--- src/rtl/rtcemu_pkg.sv ---
package rtcemu_pkg;

    typedef enum logic [1:0] {
        ST_IDLE,
        ST_ARMED,
        ST_EVAL,
        ST_FIRE
    } seq_state_e;

    localparam int FLAG_UPDATE   = 4;
    localparam int FLAG_ALARM    = 5;
    localparam int FLAG_PERIODIC = 6;
    localparam int FLAG_SUMMARY  = 7;
    localparam logic [7:0] IRQ_COUNT = 8'd1;

endpackage

--- src/rtl/rtcemu_update_det.sv ---
module rtcemu_update_det #(
    parameter int SEC_W = 6
) (
    input  logic             clk,
    input  logic             rst_n,
    input  logic             eval,
    input  logic             enable,
    input  logic [SEC_W-1:0] sec,
    output logic             uf
);

    logic [SEC_W-1:0] prev_sec_q;
    logic             valid_q;
    logic             en_q;
    logic             differs;

    assign differs = !valid_q || (sec != prev_sec_q);
    assign uf      = eval && enable && valid_q && (sec != prev_sec_q);

    always_ff @(posedge clk or negedge rst_n) begin
        if (!rst_n) begin
            prev_sec_q <= '0;
            valid_q    <= 1'b0;
            en_q       <= 1'b0;
        end else begin
            en_q <= enable;
            if (eval && enable && differs) begin
                prev_sec_q <= sec;
                valid_q    <= 1'b1;
            end
            // a fresh enable marks the recorded seconds as unknown
            if (enable && !en_q) begin
                valid_q <= 1'b0;
            end
        end
    end

    // the record is invalid right after update interrupts are enabled
    assert_invalid_after_enable_R6: assert property (
        @(posedge clk) disable iff (!rst_n)
        (enable && !en_q) |=> !valid_q
    );

endmodule

--- src/rtl/rtcemu_alarm_cmp.sv ---
module rtcemu_alarm_cmp #(
    parameter int HR_W  = 5,
    parameter int MIN_W = 6,
    parameter int SEC_W = 6
) (
    input  logic             eval,
    input  logic             enable,
    input  logic [HR_W-1:0]  hour,
    input  logic [MIN_W-1:0] minute,
    input  logic [SEC_W-1:0] sec,
    input  logic [HR_W-1:0]  al_hour,
    input  logic [MIN_W-1:0] al_min,
    input  logic [SEC_W-1:0] al_sec,
    output logic             af
);

    logic match;

    always_comb begin
        match = (hour == al_hour) && (minute == al_min) && (sec == al_sec);
        af    = eval && enable && match;
    end

endmodule

--- src/rtl/rtcemu_periodic_div.sv ---
module rtcemu_periodic_div #(
    parameter int POLL_LOG2 = 6,
    parameter int RATE_W    = 4,
    parameter int LOST_W    = 4
) (
    input  logic              clk,
    input  logic              rst_n,
    input  logic              eval,
    input  logic              enable,
    input  logic [RATE_W-1:0] rate_log2,
    input  logic [LOST_W-1:0] lost,
    output logic              pf,
    output logic              fast
);

    localparam int WIDEST = (POLL_LOG2 > LOST_W) ? POLL_LOG2 : LOST_W;
    localparam int SUM_W  = WIDEST + 2;

    logic [SUM_W-1:0]  cnt_q;
    logic [SUM_W-1:0]  limit;
    logic [SUM_W-1:0]  base;
    logic [SUM_W-1:0]  sum;
    logic [RATE_W-1:0] rate_q;
    logic              rate_changed;
    logic              above_poll;

    assign rate_changed = (rate_log2 != rate_q);
    assign above_poll   = int'(rate_log2) > POLL_LOG2;

    always_comb begin
        if (above_poll) begin
            limit = SUM_W'(1);
        end else begin
            limit = SUM_W'(1) << (POLL_LOG2 - int'(rate_log2));
        end
        base = rate_changed ? '0 : cnt_q;
        sum  = base + SUM_W'(1) + SUM_W'(lost);
        pf   = eval && enable && (sum >= limit);
        fast = enable && above_poll;
    end

    always_ff @(posedge clk or negedge rst_n) begin
        if (!rst_n) begin
            cnt_q  <= '0;
            rate_q <= '0;
        end else begin
            rate_q <= rate_log2;
            if (eval && enable) begin
                cnt_q <= pf ? '0 : sum;
            end else if (rate_changed) begin
                cnt_q <= '0;
            end
        end
    end

    // the tick counter never reaches the divide limit of a steady rate
    assert_count_below_limit_R8: assert property (
        @(posedge clk) disable iff (!rst_n)
        (rate_log2 == rate_q) |-> (cnt_q < limit)
    );

endmodule

--- src/rtl/rtcemu_seq.sv ---
module rtcemu_seq
    import rtcemu_pkg::*;
#(
    parameter int POLL_LOG2 = 6,
    parameter int RATE_W    = 4,
    parameter int LOST_W    = 4,
    parameter int HR_W      = 5,
    parameter int MIN_W     = 6,
    parameter int SEC_W     = 6
) (
    input  logic              clk,
    input  logic              rst_n,
    input  logic              poll_tick,
    input  logic [LOST_W-1:0] lost_ticks,
    input  logic [HR_W-1:0]   cur_hour,
    input  logic [MIN_W-1:0]  cur_min,
    input  logic [SEC_W-1:0]  cur_sec,
    input  logic [HR_W-1:0]   alarm_hour,
    input  logic [MIN_W-1:0]  alarm_min,
    input  logic [SEC_W-1:0]  alarm_sec,
    input  logic              en_update,
    input  logic              en_alarm,
    input  logic              en_periodic,
    input  logic [RATE_W-1:0] rate_log2,
    output logic              irq_strobe,
    output logic [15:0]       irq_word,
    output logic              tick_chan_en,
    output logic              fast_interval
);

    seq_state_e state_q, state_n;

    logic [HR_W-1:0]   samp_hour;
    logic [MIN_W-1:0]  samp_min;
    logic [SEC_W-1:0]  samp_sec;
    logic [LOST_W-1:0] samp_lost;
    logic [15:0]       word_q;
    logic [15:0]       word_n;
    logic              any_en;
    logic              eval;
    logic              uf, af, pf, any_flag;

    assign any_en   = en_update || en_alarm || en_periodic;
    assign eval     = (state_q == ST_EVAL);
    assign any_flag = uf || af || pf;

    rtcemu_update_det #(.SEC_W(SEC_W)) u_update (
        .clk    (clk),
        .rst_n  (rst_n),
        .eval   (eval),
        .enable (en_update),
        .sec    (samp_sec),
        .uf     (uf)
    );

    rtcemu_alarm_cmp #(.HR_W(HR_W), .MIN_W(MIN_W), .SEC_W(SEC_W)) u_alarm (
        .eval    (eval),
        .enable  (en_alarm),
        .hour    (samp_hour),
        .minute  (samp_min),
        .sec     (samp_sec),
        .al_hour (alarm_hour),
        .al_min  (alarm_min),
        .al_sec  (alarm_sec),
        .af      (af)
    );

    rtcemu_periodic_div #(
        .POLL_LOG2 (POLL_LOG2),
        .RATE_W    (RATE_W),
        .LOST_W    (LOST_W)
    ) u_periodic (
        .clk       (clk),
        .rst_n     (rst_n),
        .eval      (eval),
        .enable    (en_periodic),
        .rate_log2 (rate_log2),
        .lost      (samp_lost),
        .pf        (pf),
        .fast      (fast_interval)
    );

    // next-state logic
    always_comb begin
        state_n = state_q;
        unique case (state_q)
            ST_IDLE: begin
                if (any_en) state_n = ST_ARMED;
            end
            ST_ARMED: begin
                if (!any_en)        state_n = ST_IDLE;
                else if (poll_tick) state_n = ST_EVAL;
            end
            ST_EVAL: begin
                state_n = any_flag ? ST_FIRE : ST_ARMED;
            end
            ST_FIRE: begin
                state_n = ST_ARMED;
            end
        endcase
    end

    // state register
    always_ff @(posedge clk or negedge rst_n) begin
        if (!rst_n) state_q <= ST_IDLE;
        else        state_q <= state_n;
    end

    // status word assembly
    always_comb begin
        word_n = '0;
        if (state_n == ST_FIRE) begin
            word_n[15:8]          = IRQ_COUNT;
            word_n[FLAG_SUMMARY]  = 1'b1;
            word_n[FLAG_PERIODIC] = pf;
            word_n[FLAG_ALARM]    = af;
            word_n[FLAG_UPDATE]   = uf;
        end
    end

    // outputs and tick sample
    always_ff @(posedge clk or negedge rst_n) begin
        if (!rst_n) begin
            word_q    <= '0;
            samp_hour <= '0;
            samp_min  <= '0;
            samp_sec  <= '0;
            samp_lost <= '0;
        end else begin
            word_q <= word_n;
            if (state_q == ST_ARMED && any_en && poll_tick) begin
                samp_hour <= cur_hour;
                samp_min  <= cur_min;
                samp_sec  <= cur_sec;
                samp_lost <= lost_ticks;
            end
        end
    end

    assign irq_strobe   = (state_q == ST_FIRE);
    assign irq_word     = word_q;
    assign tick_chan_en = (state_q != ST_IDLE);

    // the strobe is a single cycle
    assert_single_strobe_R3: assert property (
        @(posedge clk) disable iff (!rst_n)
        irq_strobe |=> !irq_strobe
    );

    // a strobe always carries summary bit, count one and some flag
    assert_word_format_R4: assert property (
        @(posedge clk) disable iff (!rst_n)
        irq_strobe |-> (irq_word[FLAG_SUMMARY] && irq_word[15:8] == IRQ_COUNT
                        && irq_word[3:0] == 4'd0 && (|irq_word[6:4]))
    );

    // no word content outside a strobe
    assert_word_quiet_R5: assert property (
        @(posedge clk) disable iff (!rst_n)
        !irq_strobe |-> (irq_word == 16'd0)
    );

    // the channel request drops once waiting with every enable clear
    assert_chan_off_R2: assert property (
        @(posedge clk) disable iff (!rst_n)
        (state_q == ST_ARMED && !any_en) |=> !tick_chan_en
    );

endmodule

--- config.mk ---
export PLATFORM = sky130hd
export DESIGN_NAME = rtcemu_seq
export DESIGN_NICKNAME = d
export VERILOG_FILES = /design/src/rtl/rtcemu_pkg.sv /design/src/rtl/rtcemu_update_det.sv /design/src/rtl/rtcemu_alarm_cmp.sv /design/src/rtl/rtcemu_periodic_div.sv /design/src/rtl/rtcemu_seq.sv
export SDC_FILE = /design/constraint.sdc
export NUM_CORES = 1
export LEC_CHECK = 0
export CAP_MARGIN = 20
export CORE_ASPECT_RATIO = 0.7
export CORE_MARGIN = 1.5
export CORE_UTILIZATION = 48
export CTS_CLUSTER_SIZE = 12
export DETAILED_ROUTE_END_ITERATION = 7
export GPL_TIMING_DRIVEN = 0
export PLACE_DENSITY = 0.9
export SLEW_MARGIN = 20
export SYNTH_ARGS = -nofsm -noshare
export SYNTH_HDL_FRONTEND = slang
export SYNTH_SLANG_ARGS = --single-unit
--- constraint.sdc ---
create_clock -name clk -period 4.8 [get_ports clk]
set_input_delay 0.48 -clock clk [delete_from_list [all_inputs] [get_ports clk]]
set_output_delay 0.48 -clock clk [all_outputs]
set_load 0.01 [all_outputs]
# == Word level (Yosys, flattened, before mapping) ==
# Index checks and enable logic that the tools add are counted.
# classes
add_sub_neg,3
n_lt_le_gt_ge,2
n_eq_ne,9
n_shift,1
n_mux,12
reduce_logical,24
# ops
operator,n
$mux 8,4
$shl 1x32->8 const A,1
$logic_and 1x1->1,14
$eq 6x6->1,2
$add 8x1->8 const B,1
$add 8x4->8,1
$ge 8x8->1,1
$mux 2,4
$pmux 2 s4,1
$eq 2x2->1 const B,3
$ne 6x6->1,1
$eq 5x5->1,1
$logic_or 1x1->1,5
$mux 5,1
$sub 3x4->5 const A,1
$gt 4x3->1 const B,1
$ne 4x4->1,1
$reduce_bool 2->1,2
$eq 2x1->1 const B,1
$logic_not 1->1,2
$logic_not 2->1,1
$mux 1,2
# word_totals
regBits,55
inputBits,48
out_inout_bits,19
word_cells,62

# == Longest topological paths before layout ==
# depth
ltp_word,11
depth_mapped,18
depth_no_buf,16

# == Hierarchy ==
# Synthesis repeated with hierarchy kept, for this count alone.
# unflattened
cells_unflattened,256
hier_area_um2,2874.0
# modules_own_cells
module,instances,cells_per_inst,area_each_um2,seq_area_each_um2
rtcemu_seq,1,77,1202.4,675.6
rtcemu_periodic_div,1,127,1106.1,300.3
rtcemu_update_det,1,29,372.9,200.2
rtcemu_alarm_cmp,1,23,192.7,0.0

# == Worst setup path after synthesis ==
# Ideal clock, no wire load.
# synth_path
path_type,input to register
start,input port rate_log2[0]
end,register u_periodic.cnt_q[5]
setup_time_ps,69
arrival_ps,3845
t_required_ps,4731
slack_ps,886
stages,18
path_buffers,3
cell_sequence,buf_2 -> xor2_1 -> nor4_4 -> buf_4 -> nand2_1 -> ha_1 -> fa_1 -> nor2b_1 -> o221ai_1 -> xnor2_1 -> and2_1 -> ha_1 -> a21oi_1 -> a21boi_0 -> a311oi_2 -> buf_6 -> nand4_1 -> nand3_1
# synth_between
elab_chain_len,8
elab_cells_between_ends,12
classes_between,add/sub: 3; order compare: 2; eq/ne: 1; shift: 1; mux: 4; reduce/logical: 1
# synth_rtl
item,line,source
from (decl),rtcemu_seq.sv:24,"input logic [RATE_W-1:0] rate_log2,"
$ne 4x4->1,rtcemu_periodic_div.sv:27,assign rate_changed = (rate_log2 != rate_q);
$mux 8,--,
$add 8x1->8,rtcemu_periodic_div.sv:37,sum = base + SUM_W'(1) + SUM_W'(lost);
$add 8x4->8,rtcemu_periodic_div.sv:37,
$ge 8x8->1,rtcemu_periodic_div.sv:38,pf = eval && enable && (sum >= limit);
$logic_and 1x1->1,rtcemu_periodic_div.sv:38,
$mux 8,rtcemu_periodic_div.sv:49,cnt_q <= pf ? '0 : sum;
$mux 8 *,rtcemu_periodic_div.sv:48,if (eval && enable) begin
to (signal assigned),rtcemu_periodic_div.sv:49,
to (decl),rtcemu_periodic_div.sv:19,logic [SUM_W-1:0] cnt_q;
# Mark *: on every way between the ends. The rest lies on a longest branch, timed or not.
# A chain may end at the register's enable or synchronous reset.

# == Final worst setup path ==
# layout_path
start,input port rate_log2[2]
end,register u_periodic.cnt_q[4]
# The elaborated chain is that of the path after synthesis.

==> key figures <==
Clocking
  • Cts hold-fix bufs: 0
  • CTS clk-pin slew, worst paths: 90 ps
  • CTS tree: built
  • Inserted Clock Buffers: 5
  • CTS H-tree lvls: 2
  • Worst-case clock buffer depth: 2
  • Clock Tree Root: clkbuf_8
  • Clock Sinks: 47
  • Clk Latency, worst-skew pair: 300 ps

Placement
  • Post-Place Cell Area: 0.00349 mm2
  • Cell count after placement: 397
  • Placer Congestion: 0.796
  • IO Port Bufs: 55
  • DP HPWL: 4.89 mm

Setup path
  • Crit. End Element: flip-flop
  • Crit-path max cell delay: 630 ps
  • Most frequent cell on the critical path: ha_1
  • Setup CP Type: input port to flip-flop
  • Worst Path Required: 5040 ps
  • Worst Setup Start Kind: input port
  • Maximum fanout along the worst path: 10
  • Bufs and invs on worst path: 3
  • Top Family by Delay on Critical Path: buffers and inverters
  • Slowest CP cell: clkdlybuf4s50_1
  • Critical Path AT: 4700 ps
  • CP cell instances: clkdlybuf4s50_1 > xor2_1 > nor4_4 > buf_4 > nand2_1 > ha_1 > fa_1 > nor2b_1 > o221ai_1 > xnor2_1 > and2_1 > ha_1 > a21oi_1 > a21boi_0 > a311oi_2 > buf_6 > nand4_1 > o21ai_1

Layout
  • Area Growth Syn to Fin: 28.6%
  • Final #Nets: 396
  • Multi-input gate area: 0.00149 mm2
  • Post-route design area: 0.00359 mm2
  • Finished Layout Cells: 407
  • Ant. Diodes: 0
  • Layout cell share with drive strength beyond 1: 19.1%
  • Layout fillers: 412
  • Sequential Area: 0.00118 mm2

Die
  • DIE WIDTH: 94.1 um
  • Core ar.: 0.00542 mm2
  • Starting Density: 51.4%
  • Boundary pin count: 67
  • Die area: 0.00628 mm2
  • # rows: 22
  • Die height: 66.8 um

Synth
  • Number of synthesized flops with an enable pin: 0
  • Cell with the most instances after synthesis: dfrtp_1
  • Top cell type's share of synthesized area: 42.2%
  • Post-Synth Adder-Cell Area: 6.55%
  • #FFs+latches synth: 47
  • XOR/XNOR Fraction of Synth Area: 10.0%
  • Post-Synth Simple-Gate Area: 17.2%
  • Synth Area per Inst: 10.8 um2
  • Async S/R FF share, synth: 100%
  • Seq/Total Area, Yosys: 42.2%
  • Syn Std Cell Area: 0.00279 mm2
  • Synth top area cells: dfrtp_1 42%, mux2_2 10%, xor2_1 6.9%, ha_1 5.8%, buf_4 3.5%
  • Synth Warn #: 0
  • Largest family of logic cells by synthesized area: simple AND/OR/NAND/NOR gates
  • Commonest cells post-synth: 47 x dfrtp_1, 25 x mux2_2, 22 x xor2_1, 16 x nand2_1
  • Post-Syn Instances: 259
  • Mux cell area share after synthesis: 10.1%
  • Synth Area in Compound Gates: 7.90%
  • Most used DFF post-synth: dfrtp_1
  • Yosys cell types: 51
  • Yosys top cell by area: dfrtp_1

Global routing
  • Total GRT Usage: 21.8%
  • Global-route wire length before repair: 10.0 mm
  • Antenna violations before repair: 0
  • Number of global-route vias before repair: 2049
  • Largest net degree at the start of global routing: 26
  • Grt ovf: 0

Routing
  • DR WL/cell: 15.3 um
  • Via count: 2119
  • TritonRoute pass-1 iters: 4
  • Remaining antenna violation count: 0
  • Vias/cell: 5.21
  • Initial DRC Count: 94
  • Residual DRC: 0
  • Drt total wl: 6.22 mm

Timing
  • Worst-margin pin slew: 608 ps
  • Slew headroom: 59.5%
  • Tmin final: 4460 ps
  • Unrepaired setup endpoints after global routing: false
  • Final Max Tran Viols: 0
  • Endpoints failing setup: 0
  • Count of final hold-check violations: 0
  • FMAX: 224 MHz
  • Tcrit/Tclk final: 93.0%
  • Post-Route Skew: 8.74 ps

Status
  • Status: finished clean

Power and ir drop
  • Leakage: 1.59 nW
  • Power per standard cell area: 372 mW/mm2
  • Worst VDD drop: 265 uV
  • Total power: 1.33 mW

Job
  • # Max-Cap Violations: 0

Min path
  • Worst min path class: input port to asynchronous set/reset pin
-- cells by family (layout without fill, tap and decap cells) --
group | after synthesis | count (layout)
XOR/XNOR | 32 | 32
multiplexers | 25 | 25
other | 1 | 11
adder cells (fa/ha/maj) | 14 | 14
AND/OR/NAND/NOR | 81 | 81
AO/OA/AOI/OAI | 31 | 31
flip-flops | 47 | 47
buffers and inverters | 28 | 94
-- where the power goes --
| part | internal (mW) | switching [mW] |
|---|---|---|
| clock network | 0.102 | 0.131 |
| registers | 0.499 | 0.0833 |
| logic | 0.276 | 0.241 |
-- stage by stage --
stage	util, %	setup slack, ps	TNS, ps	hold WS, ps
after floorplan	-	886	0	184
after global placement	63.9	-111	-815	491
after detailed placement	64.4	-231	-2150	490
after CTS	65.9	90.1	0	185
after global routing	66.1	54.3	0	220
final	66.1	337	0	178
-- layer usage --
metal  global-route usage [%]  wire length [um]  vias up
met2                     34.5              2830       46
met1                     29.9              3030     1038
met5                        0                 0        -
met3                     4.91               298        5
li1                         -                 -     1030
met4                     6.53                57        0
-- layout make-up --
cell class | count | share of cell area, %
multi-input cells | 194 | 41.4
flip-flops and latches | 47 | 32.8
repair buffers | 58 | 16.4
plain buffers | 18 | 3.56
well taps | 72 | 2.51
clock buffers | 7 | 2.13
inverters | 10 | 1.05
clock inverters | 1 | 0.140
-- cells in the final DEF (no fill, tap or decap), types with 4 or more instances in the layout --
| cell type | Yosys | routed |
|---|---|---|
| a21oi_1 | 6 | 6 |
| and2_1 | 8 | 8 |
| buf_2 | 3 | 4 |
| buf_4 | 13 | 15 |
| clkbuf_8 | 0 | 5 |
| clkdlybuf4s50_1 | 0 | 54 |
| conb_1 | 1 | 11 |
| dfrtp_1 | 47 | 47 |
| ha_1 | 13 | 13 |
| inv_1 | 10 | 10 |
| mux2_2 | 25 | 25 |
| nand2_1 | 16 | 16 |
| nand3_1 | 12 | 12 |
| nand4_1 | 7 | 7 |
| nor2_1 | 7 | 7 |
| nor2b_1 | 6 | 6 |
| o21ai_0 | 6 | 6 |
| xnor2_1 | 10 | 10 |
| xor2_1 | 22 | 22 |
-- sequential cells by signal, summed over array words and instances, names as in the netlist, 4 cells and up --
| name | cells |
|---|---|
| u_periodic.cnt_q | 8 |
| samp_min | 6 |
| samp_sec | 6 |
| u_update.prev_sec_q | 6 |
| samp_hour | 5 |
| irq_word | 4 |
| samp_lost | 4 |
| u_periodic.rate_q | 4 |
-- final timing paths --
check                                     startpoint             endpoint  slack (ps)  depth (start not counted)
worst max-delay path                    rate_log2[2]  u_periodic.cnt_q[4]         340                         18
worst min-delay path                           rst_n         samp_lost[2]         180                          1
worst max register to register  u_periodic.rate_q[2]  u_periodic.cnt_q[4]         730                         17
worst min register to register         u_update.en_q     u_update.valid_q         500                          2
max in group asynchronous                      rst_n        u_update.en_q        4090                          2
min in group clk                       u_update.en_q     u_update.valid_q         500                          2
-- timing repair --
item / 4_1_cts / 5_1_grt
endpoints found under the setup margin: 0 / 11
buffers inserted: 0 / 2
resized for setup: 0 / 0
Note: power is estimated with default switching activity, not from simulation.
